<file path="config.mk">
export PLATFORM = sky130hd
export DESIGN_NAME = cmpout_top
export DESIGN_NICKNAME = d
export VERILOG_FILES = /design/src/rtl/cmpout_pkg.sv /design/src/rtl/cmpout_match.sv /design/src/rtl/cmpout_pin_ctl.sv /design/src/rtl/cmpout_irq_gen.sv /design/src/rtl/cmpout_top.sv
export SDC_FILE = /design/constraint.sdc
export NUM_CORES = 1
export LEC_CHECK = 0
export BUFFER_PORTS_ARGS = -buffer_cell sky130_fd_sc_hd__buf_2
export CAP_MARGIN = 40
export CORE_MARGIN = 1
export CORE_UTILIZATION = 50
export CTS_CLUSTER_SIZE = 16
export DETAILED_ROUTE_END_ITERATION = 10
export PLACE_DENSITY = 0.82
export SLEW_MARGIN = 10
export SYNTH_ARGS = -nofsm -noshare
export SYNTH_HDL_FRONTEND = slang
export SYNTH_SLANG_ARGS = --single-unit
</file>
<file path="constraint.sdc">
create_clock -name clk -period 1.4 [get_ports clk]
set_input_delay 0 -clock clk [delete_from_list [all_inputs] [get_ports clk]]
set_output_delay 0 -clock clk [all_outputs]
set_load 0.1 [all_outputs]
</file>
<file path="src/rtl/cmpout_pkg.sv">
package cmpout_pkg;

  typedef enum logic [2:0] {
    MD_OFF        = 3'b000,
    MD_SHOT_RISE  = 3'b001,
    MD_SHOT_FALL  = 3'b010,
    MD_TOGGLE     = 3'b011,
    MD_PULSE_ONCE = 3'b100,
    MD_PULSE_REP  = 3'b101,
    MD_PWM        = 3'b110,
    MD_PWM_GUARD  = 3'b111
  } mode_e;

  // compare references: primary, secondary, active duty
  localparam int unsigned NREF     = 3;
  localparam int unsigned REF_PRI  = 0;
  localparam int unsigned REF_SEC  = 1;
  localparam int unsigned REF_DUTY = 2;

endpackage

</file>
<file path="src/rtl/cmpout_match.sv">
module cmpout_match
  import cmpout_pkg::*;
#(
  parameter int unsigned CNT_W = 16
) (
  input  logic             clk,
  input  logic             rst_n,
  input  logic [CNT_W-1:0] tmr_cnt,
  input  logic             prd_hit,
  input  logic             reload,
  input  logic [CNT_W-1:0] cmp_pri,
  input  logic [CNT_W-1:0] cmp_sec,
  input  logic             fault_n,
  output logic [NREF-1:0]  hit,
  output logic             pri_nz,
  output logic             sec_nz,
  output logic             fault_low,
  output logic             fault_fall
);

  logic [CNT_W-1:0] duty_q, duty_n;
  logic             duty_en;
  logic             fault_q;
  logic [CNT_W-1:0] ref_v [NREF];

  // duty shadow loads only at a period boundary or on mode entry
  assign duty_en = prd_hit | reload;
  assign duty_n  = cmp_sec;

  always_ff @(posedge clk or negedge rst_n) begin
    if (!rst_n) begin
      duty_q  <= '0;
      fault_q <= 1'b1;
    end else begin
      if (duty_en) duty_q <= duty_n;
      fault_q <= fault_n;
    end
  end

  assign ref_v[REF_PRI]  = cmp_pri;
  assign ref_v[REF_SEC]  = cmp_sec;
  assign ref_v[REF_DUTY] = duty_q;

  for (genvar i = 0; i < NREF; i++) begin : g_cmp
    assign hit[i] = (tmr_cnt == ref_v[i]);
  end

  assign pri_nz     = |cmp_pri;
  assign sec_nz     = |cmp_sec;
  assign fault_low  = ~fault_n;
  assign fault_fall = fault_q & ~fault_n;

endmodule

</file>
<file path="src/rtl/cmpout_pin_ctl.sv">
module cmpout_pin_ctl
  import cmpout_pkg::*;
(
  input  logic            clk,
  input  logic            rst_n,
  input  mode_e           mode_sel,
  input  logic [NREF-1:0] hit,
  input  logic            prd_hit,
  input  logic            pri_nz,
  input  logic            sec_nz,
  input  logic            fault_low,
  output mode_e           mode_q,
  output logic            mode_chg,
  output logic            pin_q,
  output logic            pin_nxt,
  output logic            done_q,
  output logic            flt_q
);

  mode_e mode_n;
  logic  done_n, flt_n;

  assign mode_chg = (mode_sel != mode_q);

  always_comb begin
    mode_n  = mode_q;
    pin_nxt = pin_q;
    done_n  = done_q;
    flt_n   = flt_q;
    if (mode_chg) begin
      mode_n = mode_sel;
      done_n = 1'b0;
      flt_n  = 1'b0;
      unique case (mode_sel)
        MD_SHOT_FALL:          pin_nxt = 1'b1;
        MD_TOGGLE:             pin_nxt = pin_q;
        MD_PWM, MD_PWM_GUARD:  pin_nxt = pri_nz;
        default:               pin_nxt = 1'b0;
      endcase
    end else begin
      unique case (mode_q)
        MD_SHOT_RISE: if (!done_q && hit[REF_PRI]) begin
          pin_nxt = 1'b1;
          done_n  = 1'b1;
        end
        MD_SHOT_FALL: if (!done_q && hit[REF_PRI]) begin
          pin_nxt = 1'b0;
          done_n  = 1'b1;
        end
        MD_TOGGLE: if (hit[REF_PRI]) pin_nxt = ~pin_q;
        MD_PULSE_ONCE, MD_PULSE_REP: if (!done_q) begin
          if (!pin_q && hit[REF_PRI]) begin
            pin_nxt = 1'b1;
          end else if (pin_q && hit[REF_SEC]) begin
            pin_nxt = 1'b0;
            done_n  = (mode_q == MD_PULSE_ONCE);
          end
        end
        MD_PWM, MD_PWM_GUARD: begin
          if (mode_q == MD_PWM_GUARD && (flt_q || fault_low)) begin
            flt_n   = 1'b1;
            pin_nxt = 1'b0;
          end else if (prd_hit) begin
            pin_nxt = sec_nz;
          end else if (hit[REF_DUTY]) begin
            pin_nxt = 1'b0;
          end
        end
        default: pin_nxt = pin_q;
      endcase
    end
  end

  always_ff @(posedge clk or negedge rst_n) begin
    if (!rst_n) begin
      mode_q <= MD_OFF;
      pin_q  <= 1'b0;
      done_q <= 1'b0;
      flt_q  <= 1'b0;
    end else begin
      mode_q <= mode_n;
      pin_q  <= pin_nxt;
      done_q <= done_n;
      flt_q  <= flt_n;
    end
  end

endmodule

</file>
<file path="src/rtl/cmpout_irq_gen.sv">
module cmpout_irq_gen
  import cmpout_pkg::*;
(
  input  logic  clk,
  input  logic  rst_n,
  input  mode_e mode_q,
  input  logic  mode_chg,
  input  logic  pin_q,
  input  logic  pin_nxt,
  input  logic  fault_fall,
  output logic  irq_q
);

  logic rise, fall, irq_n;

  assign rise = ~pin_q & pin_nxt;
  assign fall = pin_q & ~pin_nxt;

  always_comb begin
    irq_n = 1'b0;
    if (!mode_chg) begin
      unique case (mode_q)
        MD_SHOT_RISE:                irq_n = rise;
        MD_SHOT_FALL:                irq_n = fall;
        MD_TOGGLE:                   irq_n = rise | fall;
        MD_PULSE_ONCE, MD_PULSE_REP: irq_n = fall;
        MD_PWM_GUARD:                irq_n = fault_fall;
        default:                     irq_n = 1'b0;
      endcase
    end
  end

  always_ff @(posedge clk or negedge rst_n) begin
    if (!rst_n) irq_q <= 1'b0;
    else        irq_q <= irq_n;
  end

endmodule

</file>
<file path="src/rtl/cmpout_top.sv">
module cmpout_top
  import cmpout_pkg::*;
#(
  parameter int unsigned CNT_W = 16
) (
  input  logic             clk,
  input  logic             rst_n,
  input  logic [CNT_W-1:0] tmr_cnt,
  input  logic             prd_hit,
  input  logic [2:0]       mode_sel,
  input  logic [CNT_W-1:0] cmp_pri,
  input  logic [CNT_W-1:0] cmp_sec,
  input  logic             fault_n,
  input  logic             gpio_val,
  output logic             pin_out,
  output logic             pin_drive,
  output logic             irq_pulse
);

  logic [1:0]      rst_pipe;
  logic            rst_s_n;
  logic [NREF-1:0] hit;
  logic            pri_nz, sec_nz, fault_low, fault_fall;
  mode_e           mode_cur;
  logic            mode_chg, pin_cur, pin_nxt, done_cur, flt_cur;

  // asynchronous assertion, synchronous release
  always_ff @(posedge clk or negedge rst_n) begin
    if (!rst_n) rst_pipe <= 2'b00;
    else        rst_pipe <= {rst_pipe[0], 1'b1};
  end
  assign rst_s_n = rst_pipe[1];

  cmpout_match #(.CNT_W(CNT_W)) u_match (
    .clk        (clk),
    .rst_n      (rst_s_n),
    .tmr_cnt    (tmr_cnt),
    .prd_hit    (prd_hit),
    .reload     (mode_chg),
    .cmp_pri    (cmp_pri),
    .cmp_sec    (cmp_sec),
    .fault_n    (fault_n),
    .hit        (hit),
    .pri_nz     (pri_nz),
    .sec_nz     (sec_nz),
    .fault_low  (fault_low),
    .fault_fall (fault_fall)
  );

  cmpout_pin_ctl u_pin (
    .clk       (clk),
    .rst_n     (rst_s_n),
    .mode_sel  (mode_e'(mode_sel)),
    .hit       (hit),
    .prd_hit   (prd_hit),
    .pri_nz    (pri_nz),
    .sec_nz    (sec_nz),
    .fault_low (fault_low),
    .mode_q    (mode_cur),
    .mode_chg  (mode_chg),
    .pin_q     (pin_cur),
    .pin_nxt   (pin_nxt),
    .done_q    (done_cur),
    .flt_q     (flt_cur)
  );

  cmpout_irq_gen u_irq (
    .clk        (clk),
    .rst_n      (rst_s_n),
    .mode_q     (mode_cur),
    .mode_chg   (mode_chg),
    .pin_q      (pin_cur),
    .pin_nxt    (pin_nxt),
    .fault_fall (fault_fall),
    .irq_q      (irq_pulse)
  );

  assign pin_drive = (mode_cur != MD_OFF);
  assign pin_out   = pin_drive ? pin_cur : gpio_val;

endmodule

</file>
Word-level counts from Yosys, hierarchy flattened

Cells that the tools add are included.

Register bits: 26

Multiplexer cells: 24
Eq/ne operators: 16
Reductions and logical operators: 20
Bitwise operators: 8

Operator list:

| kind                 | count |
|---|---|
| $eq A16 B16 Y1       | 3 |
| $reduce_or A16 Y1    | 2 |
| $mux W1              | 20 |
| $eq A3 B3 Y1 const B | 6 |
| $eq A3 B2 Y1 const B | 4 |
| $reduce_or A2 Y1     | 4 |
| $reduce_bool A3 Y1   | 2 |
| $pmux W1 S5          | 1 |
| $logic_and A1 B1 Y1  | 4 |
| $pmux W1 S4          | 1 |
| $reduce_and A2 Y1    | 2 |
| $reduce_bool A2 Y1   | 2 |
| $and A1 B1 Y1        | 3 |
| $eq A3 B1 Y1 const B | 1 |
| $ne A3 B1 Y1 const B | 1 |
| $ne A3 B3 Y1         | 1 |
| $not A1 Y1           | 3 |
| $pmux W1 S3          | 1 |
| $reduce_or A3 Y1     | 1 |
| $logic_not A1 Y1     | 2 |
| $or A1 B1 Y1         | 2 |
| $pmux W1 S2          | 1 |
| $logic_or A1 B1 Y1   | 1 |

Depth between registers and ports, before layout

Word-level depth: 12
Gate-level depth with buffers: 12
Depth with buffers taken out: 12

By module

Synthesis repeated with hierarchy kept, for this count alone.

Cell total of the unflattened synthesis: 170
Area, all modules: 1815.5 µm²

Modules (own cells, without submodules):

| module         | area an instance (µm²) | times used | seq. area each (µm²) | cells an instance |
|---|---|---|---|---|
| cmpout_match   | 1234.9                 | 1          | 426.7                | 110 |
| cmpout_pin_ctl | 395.4                  | 1          | 150.1                | 43 |
| cmpout_irq_gen | 105.1                  | 1          | 25.0                 | 12 |
| cmpout_top     | 80.1                   | 1          | 50.0                 | 5 |

Worst setup path after synthesis

Ideal clock, no wire load.

Kind: reg-to-reg
Start: register u_pin.mode_q[2]
End: register u_irq.irq_q
Required time: 1.278 ns
Data arrival time: 2.562 ns
Slack: -1.284 ns
Cell stages (with the launch flop): 9
Setup time: 0.122 ns
Cell sequence: dfrtp_1 -> clkbuf_1 -> or3_1 -> o21ai_0 -> a32oi_1 -> ha_1 -> o21ai_0 -> a22o_1 -> a32o_1

Cells in the longest elaborated chain, start to end: 10

Ends and longest elaborated chain:

| item                   | RTL line                                                         | source |
|---|---|---|
| start, declared        | cmpout_pin_ctl.sv:12                                             | `output mode_e mode_q,` |
| start signal, assigned | cmpout_pin_ctl.sv:81                                             | `mode_q <= mode_n;` |
| $eq A3 B3 Y1           | cmpout_pin_ctl.sv:41, cmpout_pin_ctl.sv:60, cmpout_irq_gen.sv:22 |  |
| $logic_and A1 B1 Y1    | cmpout_pin_ctl.sv:60                                             | `if (mode_q == MD_PWM_GUARD && (flt_q \|\| fault_low)) begin` |
| $mux W1                | cmpout_pin_ctl.sv:60                                             |  |
| $pmux W1 S5            | cmpout_pin_ctl.sv:41                                             | `unique case (mode_q)` |
| $mux W1                | cmpout_pin_ctl.sv:30                                             | `if (mode_chg) begin` |
| $not A1 Y1             | cmpout_irq_gen.sv:17                                             | `assign fall = pin_q & ~pin_nxt;` |
| $and A1 B1 Y1          | cmpout_irq_gen.sv:17                                             |  |
| $or A1 B1 Y1           | cmpout_irq_gen.sv:25                                             | `MD_TOGGLE: irq_n = rise \| fall;` |
| $pmux W1 S4            | cmpout_irq_gen.sv:22                                             | `unique case (mode_q)` |
| $mux W1 (*)            | cmpout_irq_gen.sv:21                                             | `if (!mode_chg) begin` |
| named net u_irq.irq_n  | cmpout_irq_gen.sv:14                                             | `logic rise, fall, irq_n;` |
| end signal, assigned   | cmpout_irq_gen.sv:35                                             | `else irq_q <= irq_n;` |
| end, declared          | cmpout_irq_gen.sv:11                                             | `output logic irq_q` |

The timed path passes the listed nets; every way through them passes the cells marked *.
A chain may end at the register's enable or synchronous reset.

Worst setup path after layout

Start: register u_match.duty_q[15]
End: register u_irq.irq_q

Cells in the longest elaborated chain, start to end: 11

Ends and longest elaborated chain:

| item                   | RTL line             | source |
|---|---|---|
| start, declared        | cmpout_match.sv:21   | `logic [CNT_W-1:0] duty_q, duty_n;` |
| start signal, assigned | cmpout_match.sv:35   | `if (duty_en) duty_q <= duty_n;` |
| $eq A16 B16 Y1 (*)     | cmpout_match.sv:45   | `assign hit[i] = (tmr_cnt == ref_v[i]);` |
| $mux W1 (*)            | cmpout_pin_ctl.sv:65 | `end else if (hit[REF_DUTY]) begin` |
| $mux W1 (*)            | cmpout_pin_ctl.sv:63 | `end else if (prd_hit) begin` |
| $mux W1 (*)            | cmpout_pin_ctl.sv:60 |  |
| $pmux W1 S5 (*)        | cmpout_pin_ctl.sv:41 |  |
| $mux W1 (*)            | cmpout_pin_ctl.sv:30 |  |
| $not A1 Y1             | cmpout_irq_gen.sv:17 |  |
| $and A1 B1 Y1          | cmpout_irq_gen.sv:17 |  |
| $or A1 B1 Y1           | cmpout_irq_gen.sv:25 |  |
| $pmux W1 S4 (*)        | cmpout_irq_gen.sv:22 |  |
| $mux W1 (*)            | cmpout_irq_gen.sv:21 |  |
| named net u_irq.irq_n  | cmpout_irq_gen.sv:14 |  |

Marked as above.

==> flow_metrics.tcl <==
set metrics [dict create \
    fin_setup_tns_ns -10.17 \
    synth_seq_area_share_pct 36.61 \
    ys.flop_type "dfrtp_1" \
    root_buffer "clkbuf_4" \
    p_switching_mw 0.8095 \
    cts_tree "built" \
    clkPwrFrac_pct 24.0 \
    internal_power_mw 1.570 \
    drive_gt1_share_pct 55.52 \
    layout.cells.non_filler 363 \
    vias 2333 \
    grt_max_degree 24 \
    yosysMostFrequentCell "xnor2_1" \
    worst-path-buf-inv 0 \
    firstDrtPassIters 7 \
    gr-usage-all-layers_pct 50.88 \
    layout_setup_ws_ns -1.199 \
    clkSlewWorstSetupHoldPaths_ns 0.18 \
    io_buffers 58 \
    die_width_um 61.68 \
    synth_edf_count 0 \
    route.detailed.drc 0 \
    comb_power_share_pct 40.0 \
    period_needed_ns 2.599 \
    placed_cells 335 \
    failed_checks "setup timing" \
    ys.warnings.count 0 \
    syn_nets 233 \
    yosys-top-cells-area "dfrtp_1 (35%), xnor2_1 (16%), mux2_2 (11%)" \
    grt_setup_unrepaired "true" \
    yosys.area.top_type "dfrtp_1" \
    ys_seq_elements 26 \
    seq_power_share_pct 36.1 \
    viasPerCell 6.427 \
    nNetsFinal 376 \
    grt_antenna_before_repair 0 \
    dr.first_iter.drc_count 331 \
    clock-skew-final_ns 0.02124 \
    post-place-ws_ns -1.067 \
    relSlewSlack_pct 50.64 \
    finalHoldViolCount 0 \
    rows 21 \
    cp_data_required_time_ns 1.65 \
    synthCells 175 \
    numCtsBuffers 3 \
    ys_types 31 \
    total_leakage_power_nw 1.451 \
    worstMarginPinSlew_ns 0.7336 \
    synthTopCellsByCount "xnor2_1 (32), dfrtp_1 (25), xor2_1 (20)" \
    gp_congestion 0.8970 \
    wl_per_cell_um 25.81 \
    routed_wl_mm 9.368 \
    cts_htree_levels 1 \
    fp.dieH_um 61.68 \
    path_cells "xor2_1 > nor4_2 > nand4_1 > a21oi_2 > or3_4 > a32oi_1 > ha_1 > o21ai_1 > a22o_1 > a32o_1" \
    worstSetupPathType "flop to flop" \
    post-route-period-util_pct 185.7 \
    area_growth_syn_to_layout_pct 75.69 \
    antenna_left 0 \
    io_pins 59 \
    outcome "finished with violations" \
    swShare_pct 34.02 \
    drv_slew 0 \
    async_flop_share_pct 100.0 \
    critPathSlowestCell "dfrtp_1" \
    crit_path_end_kind "flop" \
    vdd_ir_drop_max_v 0.0005506 \
    hp-class "input pin to flop" \
    dpl.hpwl_mm 4.654 \
    max_cap_violations 0 \
    core_um2 3363 \
    setup_viol 20 \
    clock.fmax_mhz 384.7 \
    avgSynthCellArea_um2 10.17 \
    crit_path_start_kind "flop" \
    grt_first_pass_wirelength_mm 13.12 \
    insertion_delay_ns 0.36 \
    slowest_delay_ns 0.47 \
    antenna_cells 0 \
    cp_max_fo 2 \
    clock_path_buffers 2 \
    synth.top_cell.area_share_pct 35.14 \
    dieArea_um2 3804 \
    start_util_pct 52.94 \
    cpLargestDelayFamily "compound AO/OA/AOI/OAI gates" \
    worstPathArrival_ns 2.85 \
    first_global_vias 2485 \
    powerDensity_nw_per_um2 760.8 \
    nFillCells 114 \
    clock-sinks 26 \
    overflow 0 \
    syn-cell-area_um2 1780 \
]
==> path summary, 6_finish.rpt <==
| kind | startpoint | end | slack, ns | cells past startpoint |
|---|---|---|---|---|
| max reg2reg | u_match.duty_q[15]$_DFFE_PN0P_ | u_irq.irq_q$_DFF_PN0_ | -1.20 | 10 |
| min | cmp_sec[14] | u_match.duty_q[14]$_DFFE_PN0P_ | 0.008 | 3 |
| max | u_match.duty_q[15]$_DFFE_PN0P_ | u_irq.irq_q$_DFF_PN0_ | -1.20 | 10 |
| min reg2reg | rst_pipe[1]$_DFF_PN0_ | u_match.duty_q[2]$_DFFE_PN0P_ | 0.03 | 0 |
| max in group asynchronous | rst_pipe[1]$_DFF_PN0_ | u_match.fault_q$_DFF_PN1_ | 0.80 | 1 |
| min in group asynchronous | rst_pipe[1]$_DFF_PN0_ | u_match.duty_q[2]$_DFFE_PN0P_ | 0.03 | 0 |
==> tightest hold or removal path: cells and delay by family <==
family	cells	cell delay, ns
buffers and inverters	2	0.23
multiplexers	1	0.13
==> kinds of logic (layout without fill, tap and decap cells) <==
kind of cell | Yosys count | after routing | synth area share (%)
AO/OA/AOI/OAI | 14 | 14 | 5.341
AND/OR/NAND/NOR | 50 | 50 | 16.59
other | 1 | 1 | 0.2106
XOR/XNOR | 52 | 52 | 25.58
adder cells (fa/ha/maj) | 2 | 2 | 1.405
multiplexers | 18 | 18 | 11.31
flip-flops | 26 | 26 | 36.61
buffers and inverters | 12 | 154 | 2.951
==> per-stage QoR <==
| stage | power [mW] | hold slack [ns] | instance area, um^2 | utilization [%] |
|---|---|---|---|---|
| after floorplan | 1.214 | -0.2956 | 1893 | - |
| after global placement | 1.565 | -0.2156 | 2685 | 79.84 |
| after detailed placement | 1.597 | -0.2129 | 2685 | 79.84 |
| after CTS | 2.228 | 0.01052 | 3059 | 90.96 |
| after global routing | 2.445 | 0.01384 | 3128 | 93.01 |
| final | 2.380 | 0.008336 | 3128 | 93.01 |
==> cell type report <==
type / instances / area (um^2) / share of cell area, %
repair buffers: 146 / 1080 / 34.52
flip-flops and latches: 26 / 654.4 / 20.92
multi-input cells: 137 / 1269 / 40.56
inverters: 4 / 15.01 / 0.4800
clock buffers: 3 / 22.52 / 0.7200
clock inverters: 1 / 30.03 / 0.9600
well taps: 46 / 57.56 / 1.840
==> what timing repair did <==
action,in CTS,in global routing
hold endpoints to repair,13,0
pin swaps,11,6
setup buffers,9,2
cloned,1,0
hold buffers,13,0
gates resized for setup,19,15
setup endpoints to repair,21,21
==> layout by cell type (no fill, tap or decap), types with 2 or more instances in the layout <==
cell type      Yosys  final
buf_6              0      9
clkbuf_4           0      3
xor2_1            20     18
nor3_1             4      3
buf_2              3     56
nand3_1            5      4
ha_1               2      2
inv_1              4      4
nor4_4             1      2
buf_12             0      3
nor4_2             0      4
xnor2_1           32     29
nand2_1            3      3
dlygate4sd3_1      0     13
dfrtp_1           25     23
xnor2_2            0      2
or3_4              0      2
nand4_1           11     11
mux2_4             0     17
o21ai_1            0      2
nor4b_1            2      2
dfrtp_2            0      2
buf_4              1     64
nor2_1             8      8
xor2_2             0      2
a21oi_1            4      3
nor4_1            11      6
==> state kept, by name, indices dropped and copies added, names as in the netlist <==
register and cells:
u_pin.mode_q 3, u_match.fault_q 1, u_pin.flt_q 1, rst_pipe 2, u_match.duty_q 16, u_irq.irq_q 1
u_pin.done_q 1, u_pin.pin_q 1
==> layer usage <==
layer	up-vias	global-route usage [%]	share of wire, %	wire length, um
met5	-	0	0	0
met4	0	42.22	9.2	864
met3	104	22.69	9.6	901
met2	226	82.80	47	4445
met1	1096	49.48	34	3156
li1	907	-	-	-
==> power groups by stage <==
stage / registers (mW) / logic (mW) / clock network (mW)
detailed placement: 0.855 / 0.742 / 0
floorplan: 0.854 / 0.360 / 0
global placement: 0.851 / 0.714 / 0
finish: 0.858 / 0.951 / 0.570
global route: 0.858 / 0.992 / 0.595
CTS: 0.842 / 0.845 / 0.541
No activity file was read; power rests on OpenSTA's default activity.
